<file path="config.mk">
export PLATFORM = sky130hd
export DESIGN_NAME = coef_loader
export DESIGN_NICKNAME = d
export VERILOG_FILES = /design/src/rtl/coef_loader_pkg.sv /design/src/rtl/coef_parser.sv /design/src/rtl/coef_stage_mem.sv /design/src/rtl/coef_commit.sv /design/src/rtl/coef_loader.sv
export SDC_FILE = /design/constraint.sdc
export NUM_CORES = 1
export LEC_CHECK = 0
export ABC_AREA = 0
export BUFFER_PORTS_ARGS = -buffer_cell sky130_fd_sc_hd__buf_2
export CORE_UTILIZATION = 40
export CTS_CLUSTER_DIAMETER = 80
export DETAILED_ROUTE_END_ITERATION = 6
export HOLD_SLACK_MARGIN = 0.02
export SETUP_SLACK_MARGIN = 0.3
export SLEW_MARGIN = 20
export SYNTH_ARGS = -nofsm -noshare
export SYNTH_HDL_FRONTEND = slang
export SYNTH_SLANG_ARGS = --single-unit
</file>
<file path="constraint.sdc">
create_clock -name clk -period 1.91 [get_ports clk]
set_clock_uncertainty 0.15 [all_clocks]
set_input_delay 0.382 -clock clk [delete_from_list [all_inputs] [get_ports clk]]
set_output_delay 0.382 -clock clk [all_outputs]
set_load 0.005 [all_outputs]
</file>
<file path="src/rtl/coef_loader_pkg.sv">
package coef_loader_pkg;

    // Number of coefficients in a biquad set: b0, b1, b2, a1, a2.
    localparam int NCOEF = 5;

    typedef enum logic [1:0] {
        ST_HUNT,    // waiting for a header byte
        ST_DATA,    // collecting coefficient bytes
        ST_CHECK,   // waiting for the checksum byte
        ST_SKIP     // discarding the body of a refused packet
    } parse_st_e;

endpackage

</file>
<file path="src/rtl/coef_parser.sv">
module coef_parser
    import coef_loader_pkg::*;
#(
    parameter int BYTE_W = 8,
    parameter int COEF_W = 16,
    parameter int N_COEF = NCOEF,
    parameter logic [BYTE_W-1:0] HDR = 8'hA5
) (
    input  logic                                      clk,
    input  logic                                      rst_n,
    input  logic [BYTE_W-1:0]                         rx_byte,
    input  logic                                      rx_valid,
    input  logic                                      pend_i,
    output logic                                      wr_en_o,
    output logic [$clog2(N_COEF*(COEF_W/BYTE_W)+1)-1:0] wr_idx_o,
    output logic [BYTE_W-1:0]                         wr_data_o,
    output logic                                      pkt_ok_o,
    output logic                                      err_o
);

    localparam int BPC    = COEF_W / BYTE_W;
    localparam int NBYTES = N_COEF * BPC;
    localparam int CNT_W  = $clog2(NBYTES + 1);
    localparam logic [CNT_W-1:0] LAST_DATA = CNT_W'(NBYTES - 1);
    localparam logic [CNT_W-1:0] LAST_SKIP = CNT_W'(NBYTES);

    parse_st_e         state_q, state_d;
    logic [CNT_W-1:0]  cnt_q;
    logic [BYTE_W-1:0] csum_q;
    logic              err_q;
    logic              hdr_hit;
    logic              sum_hit;
    logic              err_set;

    assign hdr_hit = (rx_byte == HDR);
    assign sum_hit = (rx_byte == csum_q);

    // State register
    always_ff @(posedge clk) begin
        if (!rst_n) begin
            state_q <= ST_HUNT;
        end else begin
            state_q <= state_d;
        end
    end

    // Next-state logic
    always_comb begin
        state_d = state_q;
        unique case (state_q)
            ST_HUNT: begin
                if (rx_valid && hdr_hit) begin
                    state_d = pend_i ? ST_SKIP : ST_DATA;
                end
            end
            ST_DATA: begin
                if (rx_valid && (cnt_q == LAST_DATA)) begin
                    state_d = ST_CHECK;
                end
            end
            ST_CHECK: begin
                if (rx_valid) begin
                    state_d = ST_HUNT;
                end
            end
            ST_SKIP: begin
                if (rx_valid && (cnt_q == LAST_SKIP)) begin
                    state_d = ST_HUNT;
                end
            end
            default: state_d = ST_HUNT;
        endcase
    end

    // Outputs decoded from the state
    always_comb begin
        wr_en_o  = 1'b0;
        pkt_ok_o = 1'b0;
        err_set  = 1'b0;
        unique case (state_q)
            ST_HUNT: begin
                err_set = rx_valid && (!hdr_hit || pend_i);
            end
            ST_DATA: begin
                wr_en_o = rx_valid;
            end
            ST_CHECK: begin
                pkt_ok_o = rx_valid && sum_hit;
                err_set  = rx_valid && !sum_hit;
            end
            ST_SKIP: begin
                wr_en_o = 1'b0;
            end
            default: begin
                wr_en_o = 1'b0;
            end
        endcase
    end

    assign wr_idx_o  = cnt_q;
    assign wr_data_o = rx_byte;
    assign err_o     = err_q;

    // Byte counter, running checksum and sticky error
    always_ff @(posedge clk) begin
        if (!rst_n) begin
            cnt_q  <= '0;
            csum_q <= '0;
            err_q  <= 1'b0;
        end else begin
            if (state_q == ST_HUNT) begin
                cnt_q  <= '0;
                csum_q <= '0;
            end else if (rx_valid && (state_q == ST_DATA)) begin
                cnt_q  <= cnt_q + 1'b1;
                csum_q <= csum_q ^ rx_byte;
            end else if (rx_valid && (state_q == ST_SKIP)) begin
                cnt_q <= cnt_q + 1'b1;
            end

            if (err_set) begin
                err_q <= 1'b1;
            end else if (pkt_ok_o) begin
                err_q <= 1'b0;
            end
        end
    end

endmodule

</file>
<file path="src/rtl/coef_stage_mem.sv">
module coef_stage_mem
    import coef_loader_pkg::*;
#(
    parameter int BYTE_W = 8,
    parameter int COEF_W = 16,
    parameter int N_COEF = NCOEF
) (
    input  logic                                      clk,
    input  logic                                      rst_n,
    input  logic                                      wr_en,
    input  logic [$clog2(N_COEF*(COEF_W/BYTE_W)+1)-1:0] wr_idx,
    input  logic [BYTE_W-1:0]                         wr_data,
    output logic [N_COEF*COEF_W-1:0]                  stage_o
);

    localparam int BPC   = COEF_W / BYTE_W;
    localparam int CNT_W = $clog2(N_COEF * BPC + 1);

    // One byte lane per (coefficient, lane); the first byte of a
    // coefficient on the wire lands in its most significant lane.
    for (genvar e = 0; e < N_COEF; e++) begin : g_entry
        for (genvar l = 0; l < BPC; l++) begin : g_lane
            localparam int SLOT = e * BPC + (BPC - 1 - l);
            logic [BYTE_W-1:0] lane_q;

            always_ff @(posedge clk) begin
                if (!rst_n) begin
                    lane_q <= '0;
                end else if (wr_en && (wr_idx == CNT_W'(SLOT))) begin
                    lane_q <= wr_data;
                end
            end

            assign stage_o[e*COEF_W + l*BYTE_W +: BYTE_W] = lane_q;
        end
    end

endmodule

</file>
<file path="src/rtl/coef_commit.sv">
module coef_commit
    import coef_loader_pkg::*;
#(
    parameter int COEF_W    = 16,
    parameter int FRAC_BITS = 14,
    parameter int N_COEF    = NCOEF
) (
    input  logic                     clk,
    input  logic                     rst_n,
    input  logic                     filt_done,
    input  logic                     sample_stb,
    input  logic                     pkt_ok,
    input  logic [N_COEF*COEF_W-1:0] stage_i,
    output logic [N_COEF*COEF_W-1:0] active_o,
    output logic                     pend_o
);

    localparam logic [COEF_W-1:0] UNITY = COEF_W'(1) << FRAC_BITS;

    logic pend_q;
    logic commit;

    // Copy only inside the gap: accumulate finished, no sample this cycle.
    assign commit = pend_q && filt_done && !sample_stb;

    always_ff @(posedge clk) begin
        if (!rst_n) begin
            pend_q <= 1'b0;
        end else if (pkt_ok) begin
            pend_q <= 1'b1;
        end else if (commit) begin
            pend_q <= 1'b0;
        end
    end

    for (genvar i = 0; i < N_COEF; i++) begin : g_live
        localparam logic [COEF_W-1:0] RST_VAL = (i == 0) ? UNITY : '0;
        logic [COEF_W-1:0] live_q;

        always_ff @(posedge clk) begin
            if (!rst_n) begin
                live_q <= RST_VAL;
            end else if (commit) begin
                live_q <= stage_i[i*COEF_W +: COEF_W];
            end
        end

        assign active_o[i*COEF_W +: COEF_W] = live_q;
    end

    assign pend_o = pend_q;

endmodule

</file>
<file path="src/rtl/coef_loader.sv">
module coef_loader
    import coef_loader_pkg::*;
#(
    parameter int COEF_W    = 16,
    parameter int FRAC_BITS = 14,
    parameter logic [7:0] HDR = 8'hA5
) (
    input  logic              clk,
    input  logic              rst_n,
    input  logic [7:0]        rx_byte,
    input  logic              rx_valid,
    input  logic              filt_done,
    input  logic              sample_stb,
    output logic [COEF_W-1:0] coef_b0,
    output logic [COEF_W-1:0] coef_b1,
    output logic [COEF_W-1:0] coef_b2,
    output logic [COEF_W-1:0] coef_a1,
    output logic [COEF_W-1:0] coef_a2,
    output logic              coef_err
);

    localparam int BYTE_W = 8;
    localparam int BPC    = COEF_W / BYTE_W;
    localparam int CNT_W  = $clog2(NCOEF * BPC + 1);

    logic                    wr_en;
    logic [CNT_W-1:0]        wr_idx;
    logic [BYTE_W-1:0]       wr_data;
    logic                    pkt_ok;
    logic                    commit_pend;
    logic [NCOEF*COEF_W-1:0] stage_flat;
    logic [NCOEF*COEF_W-1:0] active_flat;

    coef_parser #(
        .BYTE_W (BYTE_W),
        .COEF_W (COEF_W),
        .N_COEF (NCOEF),
        .HDR    (HDR)
    ) u_parser (
        .clk       (clk),
        .rst_n     (rst_n),
        .rx_byte   (rx_byte),
        .rx_valid  (rx_valid),
        .pend_i    (commit_pend),
        .wr_en_o   (wr_en),
        .wr_idx_o  (wr_idx),
        .wr_data_o (wr_data),
        .pkt_ok_o  (pkt_ok),
        .err_o     (coef_err)
    );

    coef_stage_mem #(
        .BYTE_W (BYTE_W),
        .COEF_W (COEF_W),
        .N_COEF (NCOEF)
    ) u_stage (
        .clk     (clk),
        .rst_n   (rst_n),
        .wr_en   (wr_en),
        .wr_idx  (wr_idx),
        .wr_data (wr_data),
        .stage_o (stage_flat)
    );

    coef_commit #(
        .COEF_W    (COEF_W),
        .FRAC_BITS (FRAC_BITS),
        .N_COEF    (NCOEF)
    ) u_commit (
        .clk        (clk),
        .rst_n      (rst_n),
        .filt_done  (filt_done),
        .sample_stb (sample_stb),
        .pkt_ok     (pkt_ok),
        .stage_i    (stage_flat),
        .active_o   (active_flat),
        .pend_o     (commit_pend)
    );

    assign coef_b0 = active_flat[0*COEF_W +: COEF_W];
    assign coef_b1 = active_flat[1*COEF_W +: COEF_W];
    assign coef_b2 = active_flat[2*COEF_W +: COEF_W];
    assign coef_a1 = active_flat[3*COEF_W +: COEF_W];
    assign coef_a2 = active_flat[4*COEF_W +: COEF_W];

endmodule

</file>
==> results of run 1 <==
==> critical path: cells and delay by family (launching register included) <==
| family | cells | cell delay (ps) |
|---|---|---|
| flops | 1 | 390 |
| buf+inv | 1 | 180 |
| mux | 1 | 150 |
| simple gates | 3 | 510 |
==> state kept, by name (all words and copies together) (netlist names) <==
name,flops
u_parser.wr_idx_o,4
u_commit.g_live.live_q,80
u_parser.csum_q,8
u_commit.pend_o,1
u_stage.g_entry.g_lane.lane_q,80
u_parser.state_q,2
u_parser.err_o,1
==> cell families (layout without fill, tap and decap cells) <==
family / after synthesis / in the layout
AND/OR/NAND/NOR: 305 / 305
flip-flops: 176 / 176
AO/OA/AOI/OAI: 89 / 89
multiplexers: 81 / 81
buffers and inverters: 47 / 145
XOR/XNOR: 18 / 18
adder cells (fa/ha/maj): 4 / 4
==> metrics by stage <==
step / setup WS (ps) / utilization / cells
2_1_floorplan: 362 / - / 720
3_3_place_gp: 123 / 0.453 / 1000
3_5_place_dp: 52.6 / 0.453 / 1000
4_1_cts: 292 / 0.493 / 1033
5_1_grt: 305 / 0.500 / 1034
6_report: 377 / 0.500 / 1034
==> timing repair <==
action	in CTS	in global routing
gates cloned	0	1
setup buffers	1	0
resized for setup	7	23
setup endpoints to repair	77	92
pin swaps	1	0
==> Yosys cell counts (all sizes together) <==
cell    instances
a21oi          84
a31oi           1
and3            4
and3b           1
and4b           1
buf             8
clkbuf         35
dfxtp         176
ha              4
inv             4
mux2i          81
nand2         250
nand2b          1
nand3           9
nand4           1
nor2           28
nor2b           2
nor3            2
nor3b           1
nor4            2
nor4bb          1
o211a           1
o21ai           3
or2             1
or3             1
xnor2           1
xor2           17
==> final timing paths <==
path | startpoint | end | slack [ps] | cells past startpoint
worst max register to register | u_parser.state_q[0] | u_stage.g_entry[1].g_lane[1].lane_q[3] | 380 | 5
worst min register to register | u_commit.g_live[2].live_q[1] | u_commit.g_live[2].live_q[1] | 300 | 2
worst min-delay path | rx_valid | u_parser.wr_idx_o[1] | 130 | 3
worst max-delay path | u_parser.state_q[0] | u_stage.g_entry[1].g_lane[1].lane_q[3] | 380 | 5
==> layer usage <==
| metal | GRT usage | up-vias | wire length (um) | share of wire |
|---|---|---|---|---|
| li1 | - | 2518 | - | - |
| met1 | 0.238 | 2441 | 6800 | 0.44 |
| met2 | 0.320 | 120 | 7480 | 0.49 |
| met3 | 0.0416 | 14 | 814 | 0.053 |
| met4 | 0.0775 | 0 | 187 | 0.012 |
| met5 | 0 | - | 0 | 0 |
==> area by class of cell <==
| class | count | area [sq um] | share of cell area |
|---|---|---|---|
| multi-input combinational | 497 | 2800 | 0.353 |
| clock buffer | 17 | 425 | 0.0537 |
| inverter | 4 | 15.0 | 0.00190 |
| timing repair buffer | 109 | 693 | 0.0875 |
| clock inverter | 15 | 183 | 0.0231 |
| tap | 216 | 270 | 0.0341 |
| sequential | 176 | 3530 | 0.446 |
==> report_power, final <==
group          internal [mW]  leakage, nW  switching [mW]  total [mW]
sequential              3.67         1.42         0.00130        3.67
combinational         0.0319         1.65           0.120       0.152
clock                   2.07        0.287            1.49        3.56
==> impl_metrics.json, run 1 <==
{
  "startpoint_type": "register",
  "antenna_found_initial": 0,
  "antennaDiodeCount": 0,
  "hpwl_mm": 9.66,
  "fin_area_sq_um": 7920,
  "io-pin-count": 94,
  "rows": 46,
  "worstHoldPathType": "input port to register",
  "fmax_mhz": 652,
  "dieArea_sq_um": 16600,
  "synth_top_area_frac": 0.547,
  "ys_top_cells_by_area": "dfxtp_1 (55%), nand2_1 (14%), mux2i_1 (13%), a21oi_1 (6.5%), xor2_1 (2.3%)",
  "critical_path_class": "register to register",
  "powerDensity_nw_per_um2": 932,
  "drt-initial-drc-count": 326,
  "crit_chain": "nand2_2 -> nor4_4 -> buf_6 -> nand2_4 -> mux2i_1",
  "cts.clk_slew.worst_paths_ps": 70,
  "synth-seq-cells": 176,
  "syn-num-nets": 737,
  "grt_pass1_vias": 4987,
  "finalCritPeriodShare": 0.803,
  "design.core.area_sq_um": 15800,
  "grt_max_degree": 99,
  "grt_setup_unrepaired": "false",
  "synth_compound_area_frac": 0.0701,
  "ir_drop_mv": 0.608,
  "hold_ws_ps": 126,
  "synth-xor-area-share": 0.0245,
  "layout_commonest_cell": "nand2_1",
  "syn_to_final_growth_pct": 22.8,
  "track_usage": 0.191,
  "place_area_sq_um": 7170,
  "totalWireLength_mm": 15.3,
  "nets": 822,
  "relSlewSlack": 0.639,
  "yosys.area_share.simple": 0.192,
  "hold_buffers": 0,
  "wl_per_cell_um": 14.8,
  "yosysSeqAreaShare": 0.547,
  "setup_tns_ps": 0,
  "final_hold_viol_count": 0,
  "finalPower_mw": 7.38,
  "finalSetupViolCount": 0,
  "root_buffer": "clkbuf_16",
  "endpoint_kind": "register",
  "synthMuxAreaShare": 0.126,
  "via_count": 5093,
  "syn_area_sq_um": 6450,
  "drv_slew": 0,
  "cts.sinks": 176,
  "port_buffers": 93,
  "synth_warnings": 0,
  "yosys.area.top_type": "dfxtp_1",
  "synth_top_family_by_area": "simple AND/OR/NAND/NOR gates",
  "path_max_fanout": 8,
  "die_w_um": 129,
  "leakagePower_nw": 3.36,
  "yosys.area_share.adder": 0.00776,
  "cts_buffers": 17,
  "initial_core_util": 0.407,
  "die_h_um": 129,
  "critPathSlowestCell": "dfxtp_4",
  "nFillCells": 1516,
  "gr-total-overflow": 0,
  "synth_cell_types": 34,
  "worstMarginPinSlew_ps": 540,
  "cts_tree": "yes",
  "synthCells": 720,
  "ant_nets": 0,
  "cap_violations": 0,
  "syn_area_per_cell_sq_um": 8.95,
  "avgViaCountPerCell": 4.93,
  "drtPass1Iterations": 5,
  "clockBufferDepth": 2,
  "drcViolationCount": 0,
  "arrival_ps": 1660,
  "fin_crit_ps": 1530,
  "mostFrequentLayoutCells": "nand2_1 (245), dfxtp_1 (171), buf_2 (93)",
  "clock_latency_ps": 430,
  "routabilityCongestion": 0.802,
  "max_stage_delay_ps": 390,
  "drive_gt1_frac": 0.202,
  "status": "completed",
  "grt_pass1_wl_mm": 24.5,
  "htree_levels": 4,
  "crit_required_ps": 2040
}
Note: power is estimated with default switching activity, not from simulation.
==> inputs of run 2 (changes only) <==
==> constraint.sdc (replaced) <==
create_clock -name clk -period 1.4 [get_ports clk]
set_clock_uncertainty 0.15 [all_clocks]
set_input_delay 0.28 -clock clk [delete_from_list [all_inputs] [get_ports clk]]
set_output_delay 0.28 -clock clk [all_outputs]
set_load 0.005 [all_outputs]
==> run 2 against run 1 <==
The run now ends with setup timing left. Global-route usage up 2.9 points. Critical path depth is 3 higher. Register-to-register slack worse by 460 ps. Sequential share of layout area fell by 11 points. Combinational power rose by 120%. Wire length grew 36%.
==> impl_metrics.json, run 2 (same netlist as run 1, synthesis figures left out) <==
{
  "grt_setup_unrepaired": "true",
  "via_count": 5770,
  "p_seq_frac": 0.488,
  "port_buffers": 93,
  "crit_required_ps": 1610,
  "gr-total-overflow": 0,
  "p_sw_frac": 0.224,
  "max_stage_delay_ps": 340,
  "power_frac_comb": 0.033,
  "path_max_fanout": 8,
  "cap_violations": 0,
  "totalWireLength_mm": 20.8,
  "critical_path.most_common_cell": "nand2_2",
  "fmax_mhz": 674,
  "routabilityCongestion": 0.797,
  "place_inst": 1039,
  "drv_slew": 0,
  "fin_area_sq_um": 10700,
  "violations": "setup timing",
  "fin_crit_ps": 1480,
  "status": "complete, but fails checks",
  "reg_top3": "u_commit.g_live.live_q x80, u_stage.g_entry.g_lane.lane_q x80, u_parser.csum_q x8",
  "io-pin-count": 94,
  "antenna_found_initial": 0,
  "ir_drop_mv": 0.846,
  "drtPass1Iterations": 5,
  "die_w_um": 129,
  "clock_latency_ps": 440,
  "cts.clk_slew.worst_paths_ps": 70,
  "setup_slack_ps": -83.0,
  "track_usage": 0.220,
  "cts_tree": "yes",
  "die_h_um": 129,
  "mostFrequentLayoutCells": "nand2_1 (137), dfxtp_1 (86), dfxtp_2 (82)",
  "nFillCells": 1129,
  "startpoint_type": "register",
  "drive_gt1_frac": 0.603,
  "endpoint_kind": "register",
  "drt-initial-drc-count": 300,
  "design.core.area_sq_um": 15800,
  "stdcell_count": 1143,
  "place_area_sq_um": 7680,
  "avgViaCountPerCell": 5.05,
  "finalCritPeriodShare": 1.06,
  "worstHoldPathType": "input port to register",
  "critical_path_class": "register to register",
  "cts.sinks": 176,
  "critPathTopFamily": "buffers and inverters",
  "arrival_ps": 1700,
  "antennaDiodeCount": 0,
  "hpwl_mm": 10.8,
  "ant_nets": 0,
  "critPathSlowestCell": "dfxtp_2",
  "clkPwrFrac": 0.479,
  "grt_max_degree": 51,
  "htree_levels": 4,
  "powerDensity_nw_per_um2": 951,
  "grt_pass1_wl_mm": 27.8,
  "leakagePower_nw": 4.92,
  "setup_tns_ps": -5410,
  "switchingPower_mw": 2.29,
  "syn_to_final_growth_pct": 66.7,
  "drcViolationCount": 0,
  "preCtsSetupSlack_ps": -187,
  "finalSetupViolCount": 145,
  "worstMarginPinSlew_ps": 344,
  "crit_chain": "nand2_2 -> buf_6 -> nor2_4 -> buf_12 -> buf_8 -> buf_16 -> nand2_2 -> a21oi_2",
  "intPower_mw": 7.94,
  "layout_commonest_cell": "nand2_1",
  "wl_per_cell_um": 18.2,
  "cts_buffers": 17,
  "finalPower_mw": 10.2,
  "rows": 46,
  "final_hold_viol_count": 0,
  "nets": 931,
  "initial_core_util": 0.407,
  "path_buf_inv": 4,
  "root_buffer": "clkbuf_16",
  "clockBufferDepth": 2,
  "dieArea_sq_um": 16600,
  "grt_pass1_vias": 5407,
  "relSlewSlack": 0.771
}
==> run 2: changes by cell type in the layout (fill, tap and decap cells not counted), moves of 16 or more <==
cell,delta
buf_4,+57
dfxtp_2,+79
nand2_1,-108
a21oi_2,+78
nand2_2,+32
buf_2,-28
buf_6,+37
buf_12,+16
dfxtp_1,-85
nand2_4,+75
a21oi_1,-78
==> run 2: area by class of cell <==
cell class,instances,area (sq um),area share
Sequential cell,176,3660,0.340
Tap cell,216,270,0.0251
Timing Repair Buffer,218,2340,0.218
Inverter,4,22.5,0.00210
Multi-Input combinational cell,497,3850,0.358
Clock inverter,15,184,0.0171
Clock buffer,17,425,0.0396
==> run 2: worst paths after layout <==
kind                                              startpoint                                      to  slack (ps)  cells past startpoint
worst min register to register  u_commit.g_live[4].live_q[4]            u_commit.g_live[4].live_q[4]         300                      2
worst max register to register               u_commit.pend_o            u_commit.g_live[2].live_q[0]         -80                      8
worst min-delay path                              rx_byte[7]  u_stage.g_entry[4].g_lane[1].lane_q[7]          80                      4
worst max-delay path                         u_commit.pend_o            u_commit.g_live[2].live_q[0]         -80                      8
==> run 2: through the flow <==
stage          hold slack, ps  utilization
2_1_floorplan             274            -
3_3_place_gp              291        0.485
3_5_place_dp              298        0.485
4_1_cts                  65.7        0.571
5_1_grt                  78.3        0.679
6_report                 77.1        0.679
==> run 2: timing repair <==
| action | in CTS | in global routing |
|---|---|---|
| hold buffers | 1 | 0 |
| pin swaps | 23 | 109 |
| gates resized for setup | 153 | 283 |
| cloned | 9 | 18 |
| setup buffers | 15 | 29 |
| endpoints found under the setup margin | 257 | 257 |
| endpoints found under the hold margin | 1 | 0 |
==> run 2: worst min-delay path: stages <==
cell     delay [ps]
buf_2           110
buf_4           110
mux2i_1          60
nor2_1           70
==> run 2: metal layers <==
layer,wire (um),global-route usage,up-vias
li1,-,-,2759
met5,0,0,-
met3,909,0.0549,29
met1,9100,0.272,2833
met2,10500,0.376,149
met4,358,0.0685,0
==> run 2: power by group through the flow <==
stage / Clock, mW / Sequential (mW) / Combinational (mW)
3_3_place_gp: 0 / 5.12 / 0.294
6_report: 4.90 / 4.99 / 0.333
5_1_grt: 5.18 / 4.99 / 0.354
2_1_floorplan: 0 / 5.12 / 0.108
3_5_place_dp: 0 / 5.12 / 0.298
4_1_cts: 4.95 / 5.00 / 0.307
==> inputs of run 3 (changes only) <==
--- a/config.mk
+++ b/config.mk
@@ -7,10 +7,13 @@
 export LEC_CHECK = 0
 export ABC_AREA = 0
 export BUFFER_PORTS_ARGS = -buffer_cell sky130_fd_sc_hd__buf_2
-export CORE_UTILIZATION = 40
+export CELL_PAD_IN_SITES_DETAIL_PLACEMENT = 1
+export CELL_PAD_IN_SITES_GLOBAL_PLACEMENT = 1
+export CORE_UTILIZATION = 38
 export CTS_CLUSTER_DIAMETER = 80
 export DETAILED_ROUTE_END_ITERATION = 6
 export HOLD_SLACK_MARGIN = 0.02
+export PLACE_DENSITY_LB_ADDON = 0.1
 export SETUP_SLACK_MARGIN = 0.3
 export SLEW_MARGIN = 20
 export SYNTH_ARGS = -nofsm -noshare
==> run 3 against run 2 <==
The run still ends with setup timing left. Final cell count up 3.8%. Sequential power about the same. First-iteration DRC count up 6.0%. Fmax down 9.9%. Clock power about the same. Worst setup slack worse by 160 ps.
==> impl_metrics.json, run 3 (same netlist as run 1, synthesis figures left out) <==
{
  "status": "complete, but fails checks",
  "violations": "setup timing",
  "leakagePower_nw": 4.63,
  "track_usage": 0.268,
  "antenna_found_initial": 0,
  "layout_commonest_cell": "nand2_1",
  "grt_setup_unrepaired": "true",
  "hold_ws_ps": 23.9,
  "drcViolationCount": 0,
  "rows": 47,
  "relSlewSlack": 0.706,
  "port_buffers": 93,
  "root_buffer": "clkbuf_16",
  "r2r-end": "u_stage.g_entry[3].g_lane[1].lane_q[7]",
  "worstHoldPathCells": 3,
  "finalPower_mw": 10.3,
  "routabilityCongestion": 0.812,
  "r2r_cells": 6,
  "drt-initial-drc-count": 318,
  "r2r-start": "u_parser.state_q[0]",
  "dieArea_sq_um": 17500,
  "initial_core_util": 0.389,
  "mostFrequentLayoutCells": "nand2_1 (150), buf_4 (104), dfxtp_1 (87)",
  "clockBufferDepth": 2,
  "startpoint_type": "register",
  "syn_to_final_growth_pct": 71.5,
  "cts.sinks": 176,
  "setup_slack_ps": -246,
  "crit_required_ps": 1610,
  "r2r_setup_slack_ps": -250,
  "fin_crit_ps": 1650,
  "die_w_um": 132,
  "arrival_ps": 1860,
  "die_h_um": 132,
  "fmax_mhz": 608,
  "via_count": 6418,
  "finalSetupViolCount": 172,
  "power_frac_comb": 0.036,
  "clkPwrFrac": 0.480,
  "cts_tree": "yes",
  "htree_levels": 4,
  "critical_path_class": "register to register",
  "min-delay-start": "rx_byte[4]",
  "design.core.area_sq_um": 16600,
  "grtUsageMet2": 0.463,
  "gr-total-overflow": 0,
  "antennaDiodeCount": 0,
  "gr-usage-met1": 0.333,
  "nFillCells": 1705,
  "hpwl_mm": 12.3,
  "worstMarginPinSlew_ps": 441,
  "grt_pass1_wl_mm": 35.4,
  "totalWireLength_mm": 29.0,
  "drtPass1Iterations": 4,
  "finalCritPeriodShare": 1.18,
  "clock_latency_ps": 450,
  "grt_max_degree": 40,
  "busiest_layer": "met2",
  "switchingPower_mw": 2.46,
  "grt_pass1_vias": 6246,
  "cts_buffers": 17,
  "avgViaCountPerCell": 5.41,
  "nets": 971,
  "p_sw_frac": 0.239,
  "wl_per_cell_um": 24.4,
  "cap_violations": 0,
  "hold_buffers": 0,
  "endpoint_kind": "register",
  "ant_nets": 0,
  "whs_endpoint": "u_stage.g_entry[4].g_lane[1].lane_q[4]",
  "p_seq_frac": 0.485,
  "drive_gt1_frac": 0.607,
  "io-pin-count": 94,
  "intPower_mw": 7.83,
  "powerDensity_nw_per_um2": 930,
  "path_max_fanout": 8,
  "drv_slew": 0,
  "reg_top3": "u_commit.g_live.live_q x80, u_stage.g_entry.g_lane.lane_q x80, u_parser.csum_q x8",
  "ir_drop_mv": 0.827,
  "cts.clk_slew.worst_paths_ps": 80,
  "final_hold_viol_count": 0,
  "met3_usage": 0.0527,
  "worstHoldPathType": "input port to register"
}
==> run 3: worst max-delay path by stage <==
stage	endpoint	slack [ps]	cells after the start	startpoint
floorplan	u_stage.g_entry[0].g_lane[0].lane_q[3]	-80	4	u_parser.state_q[0]
global placement	u_parser.err_o	-210	5	rx_byte[3]
detailed placement	u_stage.g_entry[3].g_lane[1].lane_q[0]	-250	7	rx_valid
CTS	u_stage.g_entry[4].g_lane[1].lane_q[0]	-110	6	u_parser.state_q[0]
global route	u_stage.g_entry[2].g_lane[0].lane_q[4]	-310	6	u_parser.state_q[0]
finish	u_stage.g_entry[3].g_lane[1].lane_q[7]	-250	6	u_parser.state_q[0]
==> run 3: critical path, cell delays in order (launching register included) <==
cell and delay [ps]:
dfxtp_4 360, nand2_4 70, buf_6 130, nor3_4 210, and3_4 250, buf_12 130, mux2i_2 260
==> run 3: power by group through the flow <==
stage               Clock, mW  Combinational [mW]  Sequential, mW
floorplan                   0               0.108            5.12
global placement            0               0.309            5.12
detailed placement          0               0.315            5.12
CTS                      4.83               0.332            4.99
global route             5.14               0.382            4.98
finish                   4.93               0.369            4.99
==> run 3: timing repair <==
item	in CTS	in global routing
endpoints found under the setup margin	257	257
endpoints found under the hold margin	0	0
gates cloned	13	10
pin swaps	50	49
resized for setup	231	215
setup buffers	39	43
==> run 3: per-layer routing <==
metal  wire length (um)  part of all wire  vias to the layer above
met1              12100              0.42                     3326
met2              15000              0.52                      196
met5                  0                 0                        -
met4                841             0.029                        0
li1                   -                 -                     2836
met3               1010             0.035                       60
==> run 3: cell type report <==
cell class / instances / area (sq um) / area share
Clock buffer: 19 / 453 / 0.0410
Clock inverter: 12 / 136 / 0.0123
Inverter: 4 / 25.0 / 0.00226
Multi-Input combinational cell: 497 / 3840 / 0.347
Sequential cell: 176 / 3660 / 0.331
Tap cell: 220 / 275 / 0.0249
Timing Repair Buffer: 258 / 2660 / 0.241
==> run 3: through the flow <==
step / utilization / setup slack [ps] / std cells / cell area [sq um] / setup TNS, ps
after global placement: 0.466 / -206 / 1050 / 7730 / -11760
after global routing: 0.667 / -314 / 1186 / 11100 / -25140
after floorplan: - / -79.6 / 720 / 6680 / -3100
after detailed placement: 0.466 / -247 / 1050 / 7730 / -16040
after CTS: 0.584 / -112 / 1133 / 9680 / -7910
final: 0.667 / -246 / 1186 / 11100 / -19570
